### src/rtl/ecPkg.sv
package ecPkg;
  typedef enum logic [1:0] {
    ST_IDLE,
    ST_RD_ADDR,
    ST_WR_ADDR,
    ST_WR_DATA
  } ecState_e;

  // strobes from control to datapath, valid for one cycle at consume time
  typedef struct packed {
    logic addrLoad;
    logic memWrite;
    logic outMem;
    logic outAck;
    logic outEvt;
    logic burstOn;
    logic burstOff;
  } ecStrobe_t;

  localparam logic [7:0] OP_READ      = 8'h80;
  localparam logic [7:0] OP_WRITE     = 8'h81;
  localparam logic [7:0] OP_BURST_ON  = 8'h82;
  localparam logic [7:0] OP_BURST_OFF = 8'h83;
  localparam logic [7:0] OP_QUERY     = 8'h84;
  localparam logic [7:0] BURST_ACK    = 8'h90;
endpackage

### src/rtl/ecControl.sv
module ecControl import ecPkg::*; #(
  parameter int LATENCY = 4
) (
  input  logic       clk,
  input  logic       rstN,
  input  logic       hostSel,
  input  logic       hostWr,
  input  logic [7:0] hostWData,
  output logic       ibfFlag,
  output logic       cmdFlag,
  output ecStrobe_t  strobe,
  output logic [7:0] heldByte
);
  localparam int CNT_W = $clog2(LATENCY + 1);

  logic [CNT_W-1:0] waitCnt;
  logic             heldIsCmd;
  ecState_e         state, stateNext;
  logic             acceptWr, consume, cmdDrop;

  assign acceptWr = hostWr && !ibfFlag;
  assign consume  = ibfFlag && (waitCnt == '0);

  always_comb begin
    strobe    = '0;
    stateNext = state;
    if (consume) begin
      if (heldIsCmd) begin
        stateNext = ST_IDLE;
        case (heldByte)
          OP_READ:      stateNext = ST_RD_ADDR;
          OP_WRITE:     stateNext = ST_WR_ADDR;
          OP_BURST_ON:  begin strobe.burstOn = 1'b1; strobe.outAck = 1'b1; end
          OP_BURST_OFF: strobe.burstOff = 1'b1;
          OP_QUERY:     strobe.outEvt = 1'b1;
          default:      ;
        endcase
      end else begin
        case (state)
          ST_RD_ADDR: begin strobe.outMem = 1'b1; stateNext = ST_IDLE; end
          ST_WR_ADDR: begin strobe.addrLoad = 1'b1; stateNext = ST_WR_DATA; end
          ST_WR_DATA: begin strobe.memWrite = 1'b1; stateNext = ST_IDLE; end
          default:    stateNext = ST_IDLE;
        endcase
      end
    end
  end

  assign cmdDrop = consume && heldIsCmd && (stateNext == ST_IDLE);

  always_ff @(posedge clk) begin
    if (!rstN) begin
      state     <= ST_IDLE;
      ibfFlag   <= 1'b0;
      cmdFlag   <= 1'b0;
      heldIsCmd <= 1'b0;
      heldByte  <= '0;
      waitCnt   <= '0;
    end else if (acceptWr) begin
      heldByte  <= hostWData;
      heldIsCmd <= !hostSel;
      cmdFlag   <= !hostSel;
      ibfFlag   <= 1'b1;
      waitCnt   <= CNT_W'(LATENCY - 1);
    end else if (consume) begin
      ibfFlag <= 1'b0;
      state   <= stateNext;
      if (cmdDrop) cmdFlag <= 1'b0;
    end else if (waitCnt != '0) begin
      waitCnt <= waitCnt - 1'b1;
    end
  end
endmodule

### src/rtl/ecDatapath.sv
module ecDatapath import ecPkg::*; #(
  parameter int ADDR_W = 8
) (
  input  logic       clk,
  input  logic       rstN,
  input  ecStrobe_t  strobe,
  input  logic [7:0] heldByte,
  input  logic       dataRd,
  input  logic       evtPost,
  input  logic [7:0] evtCode,
  output logic [7:0] outByte,
  output logic       obfFlag,
  output logic       burstFlag,
  output logic       sciFlag
);
  localparam int DEPTH = 1 << ADDR_W;

  logic [7:0]        regFile [DEPTH];
  logic [ADDR_W-1:0] addrReg;
  logic [7:0]        evtLatch;
  logic              produce;

  assign produce = strobe.outMem || strobe.outAck || strobe.outEvt;

  always_ff @(posedge clk) begin
    if (!rstN) begin
      for (int i = 0; i < DEPTH; i++) regFile[i] <= '0;
      addrReg   <= '0;
      outByte   <= '0;
      obfFlag   <= 1'b0;
      burstFlag <= 1'b0;
      sciFlag   <= 1'b0;
      evtLatch  <= '0;
    end else begin
      if (strobe.addrLoad) addrReg <= heldByte[ADDR_W-1:0];
      if (strobe.memWrite) regFile[addrReg] <= heldByte;

      if (strobe.outMem)      outByte <= regFile[heldByte[ADDR_W-1:0]];
      else if (strobe.outAck) outByte <= BURST_ACK;
      else if (strobe.outEvt) outByte <= sciFlag ? evtLatch : 8'h00;

      if (produce)     obfFlag <= 1'b1;
      else if (dataRd) obfFlag <= 1'b0;

      if (strobe.burstOn)       burstFlag <= 1'b1;
      else if (strobe.burstOff) burstFlag <= 1'b0;

      if (evtPost) begin
        sciFlag  <= 1'b1;
        evtLatch <= evtCode;
      end else if (strobe.outEvt) begin
        sciFlag <= 1'b0;
      end
    end
  end
endmodule

### src/rtl/ecResponder.sv
module ecResponder import ecPkg::*; #(
  parameter int LATENCY = 4,
  parameter int ADDR_W  = 8
) (
  input  logic       clk,
  input  logic       rstN,
  input  logic       hostSel,
  input  logic       hostRd,
  input  logic       hostWr,
  input  logic [7:0] hostWData,
  output logic [7:0] hostRData,
  input  logic       evtPost,
  input  logic [7:0] evtCode
);
  ecStrobe_t  strobe;
  logic [7:0] heldByte, outByte, statusByte;
  logic       ibfFlag, cmdFlag, obfFlag, burstFlag, sciFlag;

  ecControl #(.LATENCY(LATENCY)) control (
    .clk(clk), .rstN(rstN), .hostSel(hostSel), .hostWr(hostWr),
    .hostWData(hostWData), .ibfFlag(ibfFlag), .cmdFlag(cmdFlag),
    .strobe(strobe), .heldByte(heldByte)
  );

  ecDatapath #(.ADDR_W(ADDR_W)) datapath (
    .clk(clk), .rstN(rstN), .strobe(strobe), .heldByte(heldByte),
    .dataRd(hostRd && hostSel), .evtPost(evtPost), .evtCode(evtCode),
    .outByte(outByte), .obfFlag(obfFlag), .burstFlag(burstFlag),
    .sciFlag(sciFlag)
  );

  assign statusByte = {2'b00, sciFlag, burstFlag, cmdFlag, 1'b0, ibfFlag, obfFlag};
  assign hostRData  = hostSel ? outByte : statusByte;
endmodule

### config.mk
export PLATFORM = sky130hd
export DESIGN_NAME = ecResponder
export DESIGN_NICKNAME = d
export VERILOG_FILES = /design/src/rtl/ecPkg.sv /design/src/rtl/ecControl.sv /design/src/rtl/ecDatapath.sv /design/src/rtl/ecResponder.sv
export SDC_FILE = /design/constraint.sdc
export NUM_CORES = 2
export LEC_CHECK = 0
export BUFFER_PORTS_ARGS = -buffer_cell sky130_fd_sc_hd__buf_4
export CORE_AREA = 2 2 419 421
export DETAILED_ROUTE_END_ITERATION = 12
export DIE_AREA = 0 0 421 423
export HOLD_SLACK_MARGIN = 0.08
export PLACE_DENSITY = 0.74
export SLEW_MARGIN = 20
export SYNTH_ARGS = -nofsm -noshare
export SYNTH_HDL_FRONTEND = slang
export SYNTH_SLANG_ARGS = --single-unit
### constraint.sdc
create_clock -name clk -period 9.79 [get_ports clk]
set_clock_uncertainty 0.15 [all_clocks]
set_input_delay 0.979 -clock clk [delete_from_list [all_inputs] [get_ports clk]]
set_output_delay 0.979 -clock clk [all_outputs]
set_load 0.02 [all_outputs]
==> key figures <==
Final layout
  • Layout area overhead: 9.53%
  • Final net count: 6,395
  • Finished Core Util: 61.0%
  • Fin cells: 8,880
  • Most frequent cells in the layout: and2_1, edfxtp_1, mux4_2
  • Share of post-route cells with drive strength above 1: 16.1%
  • Most common cell after layout, fill and taps aside: and2_1
  • Filler cells: 12,500

Power and ir drop
  • Combinational power share: 6.7%
  • Clock power frac: 41.3%
  • P_sw: 4.54 mW
  • Int Power: 15.2 mW
  • Sequential power share: 52.0%
  • PD cells: 187 mW/mm2
  • Sw frac: 22.9%
  • Max VDD drop: 0.235 mV
  • Lkg Pwr: 36.3 nW

Die
  • Die H: 423 um
  • Die width: 421 um
  • Initial core utilization: 55.7%
  • Core area: 0.173 mm2
  • Row count: 153
  • I/O Pins: 30
  • Die area: 0.178 mm2

Critical path
  • FF-to-FF path depth: 8
  • Highest-delay cell along the critical path: nor4_1
  • CP bufs+invs: 2
  • Cell Chain, Critical Path: buf_12 -> buf_4 -> mux4_2 -> a22oi_1 -> a21oi_1 -> nor4_1 -> a211oi_1 -> a31o_1
  • Delay-heaviest family, CP: buffers and inverters
  • FF-to-FF End: datapath.outByte[5]
  • CP Class: reg2reg
  • Worst Path Arrival: 5480 ps
  • CP Depth: 8
  • Crit start category: flip-flop
  • CP peak stage delay: 1140 ps
  • Worst Setup End Kind: flip-flop
  • Setup slack, reg-to-reg: 4920 ps
  • Worst EP required: 10,390 ps
  • CP max FO: 89

Placement
  • RD Place Congestion: 0.948
  • Dpl hpwl: 158 mm
  • Placed cells: 8,484
  • Port bufs: 29

Detailed routing
  • Residual DRC: 0
  • Router iterations before antenna repair: 5
  • 1st-iter DRT viols: 7,638
  • Mean routed wirelength per cell: 28.5 um
  • Vias per cell: 6.31
  • DRT antenna net count: 0
  • Final WL: 253 mm
  • Vias: 56,000

STA
  • Final period utilization: 49.8%
  • Setup_tns: 0 ps
  • Min Tclk post-route: 4870 ps
  • Fin. Hold Viols: 0
  • Final Setup Violations: 0
  • Fin. max-slew vios: 0
  • Fmax: 205 MHz
  • Worst Tran Pin Value: 1380 ps
  • Relative slew slack: 7.14%
  • RSZ-0062 raised after global routing: no

Clock tree
  • H-tree Lvls: 4
  • CTS Buf Count: 209
  • Longest Clk Path Bufs: 3
  • Clock Latency Late Sink: 870 ps
  • Post-CTS setup buffer count: 0
  • Clock transition at the registers of the reported paths: 70 ps
  • Hold Buf Count CTS: 0
  • CTS tree: yes
  • Sink Count: 2,099
  • Root buffer cell: clkbuf_16
  • Post-CTS Resized: 0

Min path
  • HP Class: in2reg
  • HP Start: evtCode[1]
  • Min-Delay Path Depth: 3
  • WHS Endpoint: datapath.evtLatch[1]

GRT
  • Total GRT Usage: 28.4%
  • GR Util met2: 43.4%
  • Grt met3 use: 6.31%
  • Initial antenna violation count: 7
  • Busiest grt layer: met2
  • First-pass GRT wire length: 372 mm
  • Met1 usage: 38.8%
  • Remaining global-route overflow: 0
  • Largest net degree at the start of global routing: 194
  • Vias in the first global route: 55,100

Yosys
  • Syn Inst Count: 6,527
  • Most used flip-flop cell after synthesis: edfxtp_1
  • Distinct cells, synth: 63
  • EDFF count, synth: 2,048
  • Async S/R FF share, synth: 0%
  • Sequential cell area fraction in the yosys report: 64.8%
  • Total number of yosys warnings: 0
  • Flops & latches, synth: 2,099
  • Synthesized area per cell: 14.8 um2
  • Synthesized Nets: 6,551
  • Cell Area, Synth: 0.0964 mm2

Status
  • Outcome: finished, final reports clean

Run
  • Max Cap Viol: 0
[stage by stage]
step	power, mW	cell area [um2]	worst slack [ps]	hold WS [ps]
floorplan	11.2	96400	6070	301
global placement	11.7	98600	4890	320
detailed placement	11.8	98600	4760	337
CTS	19.8	106000	4940	155
global route	20.2	106000	4680	231
finish	19.8	106000	4920	211
[synthesized netlist by cell type, types with 47 or more instances]
cell      count  area, um2
and2_1     2058      12900
a21oi_1      92        460
clkbuf_1    412       1550
mux2i_1     109       1090
nor2_1      305       1140
nand3_1      47        235
edfxtp_1   2048      61500
dfxtp_1      51       1020
buf_2        52        260
o21ai_0     277       1390
mux4_2      467      10500
nand2_1      74        278
a22oi_1     147       1100
[worst min-delay path: stages]
cell and delay (ps):
buf_4 80, mux2i_1 60, nor2_1 70
[how the worst max path moves through the flow]
stage	from	endpoint	slack (ps)
after global placement	flip-flop	datapath.outByte[6]	4890
after CTS	flip-flop	datapath.outByte[6]	4940
after global routing	flip-flop	datapath.outByte[6]	4680
after detailed placement	rstN	datapath.regFile[83][3]	4760
final	flip-flop	datapath.outByte[5]	4920
after floorplan	rstN	datapath.regFile[109][0]	6070
[cell families (layout without fill, tap and decap cells)]
group                    Yosys count  after routing  synth area share, %
AND/OR/NAND/NOR                 2588           2588                 15.8
flip-flops                      2099           2099                 64.8
AO/OA/AOI/OAI                    665            665                 4.29
multiplexers                     616            616                 12.5
buffers and inverters            556            580                 2.54
adder cells (fa/ha/maj)            2              2               0.0259
XOR/XNOR                           1              1              0.00908
other                              0              4                    0
[flip-flops by register name, indices dropped and copies added (netlist names), named ones only]
| register | flops |
|---|---|
| control.cmdFlag | 1 |
| control.heldByte | 8 |
| control.heldIsCmd | 1 |
| control.ibfFlag | 1 |
| control.state | 2 |
| control.waitCnt | 3 |
| datapath.addrReg | 8 |
| datapath.burstFlag | 1 |
| datapath.evtLatch | 8 |
| datapath.obfFlag | 1 |
| datapath.outByte | 8 |
| datapath.regFile | 2048 |
| datapath.sciFlag | 1 |
[power by group through the flow]
stage	clock network (mW)	registers [mW]	logic [mW]
2_1_floorplan	0	10.4	0.876
3_3_place_gp	0	10.5	1.28
3_5_place_dp	0	10.5	1.29
4_1_cts	8.21	10.3	1.30
5_1_grt	8.55	10.3	1.37
6_report	8.17	10.3	1.32
[layer usage]
layer | share of wire [%] | vias to the layer above
met1 | 37 | 28300
met3 | 11 | 573
met4 | 5.3 | 4
met5 | 0.0091 | -
met2 | 46 | 3263
li1 | - | 23900
[area by class of cell]
type / instances / area (um2) / area share [%]
Antenna cell: 4 / 10.0 / 0.00948
Clock buffer: 242 / 5400 / 5.11
Clock inverter: 149 / 1570 / 1.49
Inverter: 6 / 22.5 / 0.0213
Multi-Input combinational cell: 3872 / 31600 / 29.9
Sequential cell: 2099 / 62600 / 59.2
Tap cell: 2325 / 2910 / 2.75
Timing Repair Buffer: 183 / 1540 / 1.46
No activity file was read; power rests on OpenSTA's default activity.
